==> src/rtl/dclk_pkg.sv <==
package dclk_pkg;

  localparam int unsigned MHZ_W   = 10;
  localparam int unsigned ADDR_W  = 2;
  localparam int unsigned FREQ_W  = 11;
  localparam int unsigned DIV_W   = 2;

  localparam logic [ADDR_W-1:0] REG_PLL   = 2'd0;
  localparam logic [ADDR_W-1:0] REG_RATIO = 2'd1;
  localparam logic [ADDR_W-1:0] REG_CTL   = 2'd2;

  localparam int unsigned PLL_EN_BIT   = 31;
  localparam int unsigned PLL_LOCK_BIT = 30;
  localparam int unsigned DIV_LSB      = 22;
  localparam int unsigned PRECH_BIT    = 16;
  localparam int unsigned PRECH_MIN    = 500;

  localparam logic [MHZ_W-1:0] F_OFF = 10'd0;
  localparam logic [MHZ_W-1:0] F_144 = 10'd144;
  localparam logic [MHZ_W-1:0] F_288 = 10'd288;
  localparam logic [MHZ_W-1:0] F_384 = 10'd384;
  localparam logic [MHZ_W-1:0] F_576 = 10'd576;
  localparam logic [MHZ_W-1:0] F_624 = 10'd624;

  typedef enum logic [3:0] {
    S_IDLE, S_EVAL, S_MB_PRE, S_PLL_OFF, S_WAIT_UNLK, S_RATIO,
    S_PLL_ON, S_WAIT_LOCK, S_CTL_RD, S_CTL_WR, S_MB_POST, S_FINISH
  } seq_state_e;

  function automatic logic mhz_supported(input logic [MHZ_W-1:0] m);
    return (m == F_OFF) || (m == F_144) || (m == F_288) ||
           (m == F_384) || (m == F_576) || (m == F_624);
  endfunction

endpackage

==> src/rtl/dclk_bin_pick.sv <==
module dclk_bin_pick import dclk_pkg::*; #(
  parameter int unsigned PIX_W = 20
) (
  input  logic [PIX_W-1:0] pix_khz,
  output logic [MHZ_W-1:0] bin_mhz,
  output logic             bin_bad
);
  // Headroom rule: a bin is left once the load exceeds 90 % of it.
  localparam int unsigned MAX_KHZ = 624000;
  localparam int unsigned TH_624  = 576000 * 9 / 10;
  localparam int unsigned TH_576  = 384000 * 9 / 10;
  localparam int unsigned TH_384  = 288000 * 9 / 10;
  localparam int unsigned TH_288  = 144000 * 9 / 10;

  logic [31:0] pix32;
  assign pix32 = 32'(pix_khz);

  always_comb begin
    bin_bad = 1'b0;
    if (pix32 > MAX_KHZ) begin
      bin_bad = 1'b1;
      bin_mhz = F_OFF;
    end else if (pix32 > TH_624) bin_mhz = F_624;
    else if (pix32 > TH_576)     bin_mhz = F_576;
    else if (pix32 > TH_384)     bin_mhz = F_384;
    else if (pix32 > TH_288)     bin_mhz = F_288;
    else                         bin_mhz = F_144;
  end
endmodule

==> src/rtl/dclk_bin_decode.sv <==
module dclk_bin_decode import dclk_pkg::*; #(
  parameter int unsigned   DATA_W     = 32,
  parameter int unsigned   RATIO_W    = 7,
  parameter logic [RATIO_W-1:0] RATIO_BASE = 7'h3C,
  parameter logic [RATIO_W-1:0] RATIO_TOP  = 7'h41
) (
  input  logic [MHZ_W-1:0]   mhz,
  output logic [DIV_W-1:0]   div_code,
  output logic [RATIO_W-1:0] ratio,
  output logic [FREQ_W-1:0]  freq_field,
  output logic               prech,
  output logic [DATA_W-1:0]  post_msg
);
  localparam logic [MHZ_W-1:0] STEP_MHZ = 10'd25;

  always_comb begin
    unique case (mhz)
      F_144:   div_code = 2'd3;
      F_288:   div_code = 2'd2;
      F_384:   div_code = 2'd1;
      default: div_code = 2'd0;
    endcase
  end

  assign ratio      = (mhz == F_624) ? RATIO_TOP : RATIO_BASE;
  assign freq_field = {mhz - 10'd1, 1'b0};
  assign prech      = (32'(mhz) >= PRECH_MIN);
  assign post_msg   = (mhz == F_OFF) ? DATA_W'(1)
                    : DATA_W'((mhz + (STEP_MHZ - 10'd1)) / STEP_MHZ);
endmodule

==> src/rtl/dclk_wait_timer.sv <==
module dclk_wait_timer #(
  parameter int unsigned TMO_CYC = 125000
) (
  input  logic clk,
  input  logic rst,
  input  logic run,
  output logic expired
);
  localparam int unsigned CW = $clog2(TMO_CYC + 1);
  localparam logic [CW-1:0] LAST = CW'(TMO_CYC - 1);

  logic [CW-1:0] cnt;

  always_ff @(posedge clk) begin
    if (rst || !run) cnt <= '0;
    else if (cnt != LAST) cnt <= cnt + 1'b1;
  end

  assign expired = run && (cnt == LAST);
endmodule

==> src/rtl/dclk_change_seq.sv <==
module dclk_change_seq import dclk_pkg::*; #(
  parameter int unsigned DATA_W  = 32,
  parameter int unsigned PIX_W   = 20,
  parameter int unsigned TMO_CYC = 125000,
  parameter int unsigned RATIO_W = 7,
  parameter logic [RATIO_W-1:0] RATIO_BASE = 7'h3C,
  parameter logic [RATIO_W-1:0] RATIO_TOP  = 7'h41
) (
  input  logic              clk,
  input  logic              rst,
  input  logic              start,
  input  logic              req_direct,
  input  logic [MHZ_W-1:0]  req_mhz,
  input  logic [PIX_W-1:0]  req_pix_khz,
  output logic              busy,
  output logic              done,
  output logic              err_invalid,
  output logic              err_mbox,
  output logic              err_timeout,
  output logic [MHZ_W-1:0]  cur_mhz,
  output logic              bus_req,
  output logic              bus_we,
  output logic [ADDR_W-1:0] bus_addr,
  output logic [DATA_W-1:0] bus_wdata,
  input  logic              bus_ack,
  input  logic [DATA_W-1:0] bus_rdata,
  output logic              mb_req,
  output logic [DATA_W-1:0] mb_data,
  input  logic              mb_ack,
  input  logic              mb_fail
);
  localparam logic [DATA_W-1:0] PRE_MSG = DATA_W'(1) << PLL_EN_BIT;
  localparam logic [DATA_W-1:0] EN_WORD = DATA_W'(1) << PLL_EN_BIT;
  localparam logic [DATA_W-1:0] CTL_MASK =
      (DATA_W'(3) << DIV_LSB) | (DATA_W'(1) << PRECH_BIT) | DATA_W'((1 << FREQ_W) - 1);

  seq_state_e        state;
  logic              req_direct_q;
  logic [MHZ_W-1:0]  req_mhz_q;
  logic [PIX_W-1:0]  req_pix_q;
  logic [MHZ_W-1:0]  tgt_q;
  logic [MHZ_W-1:0]  cur_q;
  logic [DATA_W-1:0] ctl_q;
  logic              commit_q;

  logic [MHZ_W-1:0]   pick_mhz, sel_mhz;
  logic               pick_bad, sel_bad;
  logic [DIV_W-1:0]   dec_div;
  logic [RATIO_W-1:0] dec_ratio;
  logic [FREQ_W-1:0]  dec_freq;
  logic               dec_prech;
  logic [DATA_W-1:0]  dec_post;
  logic               tmo, wait_run, need_off;
  logic [DATA_W-1:0]  ctl_new;

  dclk_bin_pick #(.PIX_W(PIX_W)) u_pick (
    .pix_khz (req_pix_q),
    .bin_mhz (pick_mhz),
    .bin_bad (pick_bad)
  );

  dclk_bin_decode #(
    .DATA_W(DATA_W), .RATIO_W(RATIO_W),
    .RATIO_BASE(RATIO_BASE), .RATIO_TOP(RATIO_TOP)
  ) u_dec (
    .mhz        (tgt_q),
    .div_code   (dec_div),
    .ratio      (dec_ratio),
    .freq_field (dec_freq),
    .prech      (dec_prech),
    .post_msg   (dec_post)
  );

  assign wait_run = (state == S_WAIT_UNLK) || (state == S_WAIT_LOCK);

  dclk_wait_timer #(.TMO_CYC(TMO_CYC)) u_tmr (
    .clk     (clk),
    .rst     (rst),
    .run     (wait_run),
    .expired (tmo)
  );

  assign sel_mhz  = req_direct_q ? req_mhz_q : pick_mhz;
  assign sel_bad  = req_direct_q ? !mhz_supported(req_mhz_q) : pick_bad;
  assign need_off = (tgt_q == F_OFF) || (tgt_q == F_624) || (cur_q == F_624);
  assign ctl_new  = (ctl_q & ~CTL_MASK)
                  | (DATA_W'(dec_div) << DIV_LSB)
                  | (DATA_W'(dec_prech) << PRECH_BIT)
                  | DATA_W'(dec_freq);
  assign cur_mhz  = cur_q;

  always_ff @(posedge clk) begin
    if (rst) begin
      state        <= S_IDLE;
      req_direct_q <= 1'b0;
      req_mhz_q    <= '0;
      req_pix_q    <= '0;
      tgt_q        <= '0;
      cur_q        <= F_OFF;
      ctl_q        <= '0;
      commit_q     <= 1'b0;
      busy         <= 1'b0;
      done         <= 1'b0;
      err_invalid  <= 1'b0;
      err_mbox     <= 1'b0;
      err_timeout  <= 1'b0;
      bus_req      <= 1'b0;
      bus_we       <= 1'b0;
      bus_addr     <= '0;
      bus_wdata    <= '0;
      mb_req       <= 1'b0;
      mb_data      <= '0;
    end else begin
      done <= 1'b0;
      unique case (state)
        S_IDLE: if (start) begin
          req_direct_q <= req_direct;
          req_mhz_q    <= req_mhz;
          req_pix_q    <= req_pix_khz;
          busy         <= 1'b1;
          err_invalid  <= 1'b0;
          err_mbox     <= 1'b0;
          state        <= S_EVAL;
        end
        S_EVAL: begin
          if (sel_bad) begin
            err_invalid <= 1'b1;
            state       <= S_FINISH;
          end else if (sel_mhz == cur_q) begin
            state <= S_FINISH;
          end else begin
            tgt_q <= sel_mhz;
            state <= S_MB_PRE;
          end
        end
        S_MB_PRE: begin
          if (!mb_req) begin
            mb_req  <= 1'b1;
            mb_data <= PRE_MSG;
          end else if (mb_ack) begin
            mb_req <= 1'b0;
            if (mb_fail) begin
              err_mbox <= 1'b1;
              state    <= S_FINISH;
            end else begin
              state <= need_off ? S_PLL_OFF : S_RATIO;
            end
          end
        end
        S_PLL_OFF: begin
          if (!bus_req) begin
            bus_req   <= 1'b1;
            bus_we    <= 1'b1;
            bus_addr  <= REG_PLL;
            bus_wdata <= '0;
          end else if (bus_ack) begin
            bus_req <= 1'b0;
            state   <= S_WAIT_UNLK;
          end
        end
        S_WAIT_UNLK: begin
          if (!bus_req) begin
            bus_req  <= 1'b1;
            bus_we   <= 1'b0;
            bus_addr <= REG_PLL;
          end else if (bus_ack) begin
            bus_req <= 1'b0;
            if (!bus_rdata[PLL_LOCK_BIT] || tmo) begin
              if (bus_rdata[PLL_LOCK_BIT]) err_timeout <= 1'b1;
              state <= (tgt_q == F_OFF) ? S_MB_POST : S_RATIO;
            end
          end
        end
        S_RATIO: begin
          if (!bus_req) begin
            bus_req   <= 1'b1;
            bus_we    <= 1'b1;
            bus_addr  <= REG_RATIO;
            bus_wdata <= DATA_W'(dec_ratio);
          end else if (bus_ack) begin
            bus_req <= 1'b0;
            state   <= S_PLL_ON;
          end
        end
        S_PLL_ON: begin
          if (!bus_req) begin
            bus_req   <= 1'b1;
            bus_we    <= 1'b1;
            bus_addr  <= REG_PLL;
            bus_wdata <= EN_WORD;
          end else if (bus_ack) begin
            bus_req <= 1'b0;
            state   <= S_WAIT_LOCK;
          end
        end
        S_WAIT_LOCK: begin
          if (!bus_req) begin
            bus_req  <= 1'b1;
            bus_we   <= 1'b0;
            bus_addr <= REG_PLL;
          end else if (bus_ack) begin
            bus_req <= 1'b0;
            if (bus_rdata[PLL_LOCK_BIT] || tmo) begin
              if (!bus_rdata[PLL_LOCK_BIT]) err_timeout <= 1'b1;
              state <= S_CTL_RD;
            end
          end
        end
        S_CTL_RD: begin
          if (!bus_req) begin
            bus_req  <= 1'b1;
            bus_we   <= 1'b0;
            bus_addr <= REG_CTL;
          end else if (bus_ack) begin
            bus_req <= 1'b0;
            ctl_q   <= bus_rdata;
            state   <= S_CTL_WR;
          end
        end
        S_CTL_WR: begin
          if (!bus_req) begin
            bus_req   <= 1'b1;
            bus_we    <= 1'b1;
            bus_addr  <= REG_CTL;
            bus_wdata <= ctl_new;
          end else if (bus_ack) begin
            bus_req <= 1'b0;
            state   <= S_MB_POST;
          end
        end
        S_MB_POST: begin
          if (!mb_req) begin
            mb_req  <= 1'b1;
            mb_data <= dec_post;
          end else if (mb_ack) begin
            mb_req <= 1'b0;
            if (mb_fail) err_mbox <= 1'b1;
            else         commit_q <= 1'b1;
            state <= S_FINISH;
          end
        end
        S_FINISH: begin
          if (commit_q) cur_q <= tgt_q;
          commit_q <= 1'b0;
          busy     <= 1'b0;
          done     <= 1'b1;
          state    <= S_IDLE;
        end
        default: state <= S_IDLE;
      endcase
    end
  end
endmodule

==> config.mk <==
export PLATFORM = sky130hd
export DESIGN_NAME = dclk_change_seq
export DESIGN_NICKNAME = d
export VERILOG_FILES = /design/src/rtl/dclk_pkg.sv /design/src/rtl/dclk_bin_pick.sv /design/src/rtl/dclk_bin_decode.sv /design/src/rtl/dclk_wait_timer.sv /design/src/rtl/dclk_change_seq.sv
export SDC_FILE = /design/constraint.sdc
export NUM_CORES = 1
export LEC_CHECK = 0
export ABC_AREA = 1
export BUFFER_PORTS_ARGS = -buffer_cell sky130_fd_sc_hd__buf_4
export CORE_MARGIN = 2
export CORE_UTILIZATION = 60
export CTS_CLUSTER_SIZE = 28
export DETAILED_ROUTE_END_ITERATION = 6
export HOLD_SLACK_MARGIN = 0.03
export PLACE_DENSITY = 0.88
export SLEW_MARGIN = 20
export SYNTH_ARGS = -nofsm -noshare
export SYNTH_HDL_FRONTEND = slang
export SYNTH_SLANG_ARGS = --single-unit
==> constraint.sdc <==
create_clock -name clk -period 8.25 [get_ports clk]
set_input_delay 0.4125 -clock clk [delete_from_list [all_inputs] [get_ports clk]]
set_output_delay 0.4125 -clock clk [all_outputs]
set_load 0.01 [all_outputs]
==> impl.org <==
** Status
- The flow ran to the end, and the final reports show no timing, DRC or antenna violations.

** CTS
- Post-CTS setup-driven buffer insertion count :: 0
- Depth of the CTS H-tree :: 4
- In this run the deepest clock path goes through 2 buffers.
- Once the clock tree was built, the resizer swapped 0 gates to a different size.
- For the worst-skew pair, the clock arrives at the later sink with an insertion delay of 0.43 ns.
- After clock tree synthesis, the clock-pin slew on the worst setup and hold paths is 0.06 ns.
- Clock tree from TritonCTS :: yes
- Number of buffers created by CTS :: 17
- The tree is rooted in a clkbuf_16.
- Total of hold buffers inserted after clock tree synthesis :: 0
- Clock tree synthesis found a total of 141 sinks.

** Yosys
- Proportion of synthesized chip area in sequential cells :: 0.370
- Yosys printed 0 warnings.
- For this run, the leading register cell type out of synthesis is dfxtp_1.
- After synthesis, the netlist uses 55 different library cells.
- Mapped Area :: 7620 µm²
- Flip-flop and latch count after synthesis :: 141
- The synthesized design contains 0 enable-type register cells.
- Averaged over all synthesized cells, the footprint is 6.79 µm².
- In the synthesized netlist the async set-or-reset flop fraction comes to 0.
- Synthesis produced a netlist whose cell count is 1,123.

** Placed design
- Half-perimeter wire length after detailed placement :: 13,500 µm
- Total instance count after detailed placement :: 1,375
- Post-placement worst setup slack :: 2.71 ns
- Port buffering added 114 buffers.
- Routability-driven placement finished with a final weighted congestion of 0.935.

** Power and ir drop
- Combinational group share of total power :: 0.531
- Power density over the cells :: 387 nW/µm²
- The worst-case IR drop observed on VDD is 0.281 mV.
- Of the total power, registers draw 0.255.
- Internal power comes to 1.83 mW.
- Switching fraction of total power :: 0.475
- In this run the static leakage power is 3.81 nW.
- Of the total power, the clock network draws 0.214.
- Design Power :: 3.50 mW
- Net switching power :: 1.66 mW

** Floorplanning
- The die covers 13,600 µm².
- Core Region :: 12,500 µm²
- Pin placement for this block handled 153 I/O pins.
- Die Span Y :: 117 µm
- Effective utilization at floorplan :: 0.609
- The initialized floorplan defines 41 standard-cell rows.
- In this run the horizontal extent of the chip is 117 µm.

** Timing
- Share of the cycle needed by the critical path after routing :: 0.699
- Unrepaired setup endpoints after global routing :: false
- Final total negative setup slack :: 0 ns
- Min cycle time layout :: 5.77 ns
- Pin slew with the least headroom to its limit :: 1.09 ns
- The final-report max-slew violation count was 0.
- Relative slew margins :: 0.271
- The final hold violation count was 0.
- Across the routed clock network, the largest skew measured is 0.00544 ns.
- Final setup fails :: 0
- Maximum achievable frequency :: 0.173 GHz
- Fin worst setup slack :: 2.48 ns

** Global route
- Overall global routing resource usage :: 0.288
- Maximum number of pins on one net before global-route repair :: 78
- The number of antenna violations at the first check in global routing is 0.
- Wire length of the first global-routing pass :: 31,400 µm
- Vias in the first global route :: 7,005
- Final global-route overflow total :: 0

** Critical path
- Register-to-Register Setup Slack :: 2.48 ns
- Peak fanout along the critical path :: 11
- By startpoint and endpoint, the worst setup path is classified as reg -> reg.
- The critical path starts at tgt_q[3].
- For this design, the slowest cell found on the critical path is dfxtp_1.
- Critical path capture point type :: flop
- The critical path ends at mb_data[0].
- Count of cells along the worst register-to-register path :: 37
- The worst setup path is launched from a flop.
- For this run, the slowest stage of the critical path takes 0.62 ns.
- Most common cell on crit path :: nand2_1
- The endpoint identified for the worst register-to-register timing path is mb_data[0].
- For the worst setup path, the data arrival time is 6.04 ns.
- Required time at the endpoint of the critical path :: 8.53 ns
- The worst register-to-register path begins at tgt_q[3].

** Route
- Drt pass-1 iters :: 5
- The first routing iteration left 851 violations.
- Post-detailed-routing wire length :: 19,300 µm
- In the final routed layout, each cell accounts on average for 13.7 µm.
- Number of routed nets with antenna violations :: 0
- After detailed routing, the number of remaining DRC violations is 0.
- The routed layout has 7,754 vias.
- Using the TritonRoute via totals, the vias-per-cell ratio works out to 5.51.

** Finish
- Fraction of final layout cells sized beyond drive strength 1 :: 0.165
- Layout net count :: 1,300
- The repair_antennas step left the layout with diodes totalling 0.
- Util after Layout :: 0.722
- Relative to the synthesized area, the layout overhead comes to 18.6%.
- In the layout the commonest cells are 238 x nand2_1, 141 x dfxtp_1, 128 x a21oi_1.
- The library cell used most frequently in the layout, excluding fill and tap cells, is nand2_1.
- Number of standard cells in the layout, taps in and fillers out :: 1,407

** Run
- Across the run, the number of max-cap violations was 0.

** Worst hold path
- Hold Path Class :: in -> reg
- The worst hold path was traced through 3 stages.
power groups by stage:
stage               registers, mW  clock network (mW)  logic [mW]
floorplan                   0.867                   0        1.51
global placement            0.898                   0        1.74
detailed placement          0.900                   0        1.77
CTS                         0.888               0.756        1.81
global route                0.906               0.785        2.10
finish                      0.893               0.749        1.86
cell usage after synthesis, drive strengths merged (2+ instances only):
library cell | count | area [µm²]
nor3 | 31 | 166
inv | 131 | 494
xnor2 | 5 | 43.8
a31oi | 5 | 31.3
or2 | 3 | 18.8
nor2 | 119 | 485
o31ai | 6 | 45.0
a21oi | 128 | 641
a2111oi | 2 | 17.5
nand2 | 257 | 1030
a31o | 2 | 17.5
and2 | 2 | 12.5
xor2 | 16 | 148
a211oi | 2 | 15.0
clkbuf | 29 | 109
buf | 31 | 235
o21ai | 76 | 380
o22ai | 4 | 25.0
nand4 | 29 | 218
nand3 | 68 | 373
nor4 | 13 | 81.3
dfxtp | 141 | 2820
ha | 9 | 113
layout make-up:
class | count | area (µm²)
Tap cell | 172 | 215
Inverter | 132 | 498
Fill cell | 1078 | 3470
Clock buffer | 19 | 453
Multi-Input combinational cell | 813 | 4050
Timing Repair Buffer | 117 | 878
Clock inverter | 13 | 128
Sequential cell | 141 | 2820
through the flow:
step                hold WS, ns  cell area, µm²
global route              0.204            9040
global placement          0.445            8460
finish                    0.206            9040
detailed placement        0.453            8460
floorplan                 0.430            7710
CTS                       0.200            9040
cell families after synthesis:
family	share of synthesized area
buffers and inverters	0.110
adders and majority gates	0.0148
other	0.000492
AOI/OAI and AO/OA	0.164
and+or+nand+nor	0.315
xor gates and xnor gates	0.0251
DFF	0.370
flip-flops by register name, summed over array words and instances, names as in the netlist, 2 cells and up:
name / cells
tgt_q: 10
mb_data: 8
bus_addr: 2
cur_mhz: 10
u_tmr.cnt: 17
bus_wdata: 32
req_mhz_q: 10
req_pix_q: 20
ctl_q: 18
state: 4
critical path: cells and delay by family (launching register included):
kind | cells | cell delay, ns
buffers and inverters | 2 | 0.16
and+or+nand+nor | 29 | 3.64
AOI/OAI and AO/OA | 3 | 0.45
DFF | 1 | 0.62
adders and majority gates | 3 | 0.75
layer usage:
metal	part of all wire	vias up	routed length, µm	global-route usage
li1	-	3869	-	-
met1	0.43	3570	8240	0.344
met2	0.48	278	9350	0.494
met3	0.069	37	1330	0.0825
met4	0.020	0	384	0.104
met5	0	-	0	0
worst min-delay path by stage:
stage,slack (ns),end,startpoint
2_1_floorplan,0.43,ctl_q[31],ctl_q[31]
3_3_place_gp,0.44,ctl_q[31],ctl_q[31]
3_5_place_dp,0.45,ctl_q[18],ctl_q[18]
4_1_cts,0.20,req_pix_q[13],req_pix_khz[13]
5_1_grt,0.20,req_pix_q[12],req_pix_khz[12]
6_report,0.21,req_pix_q[13],req_pix_khz[13]
No activity file was read; power rests on OpenSTA's default activity.
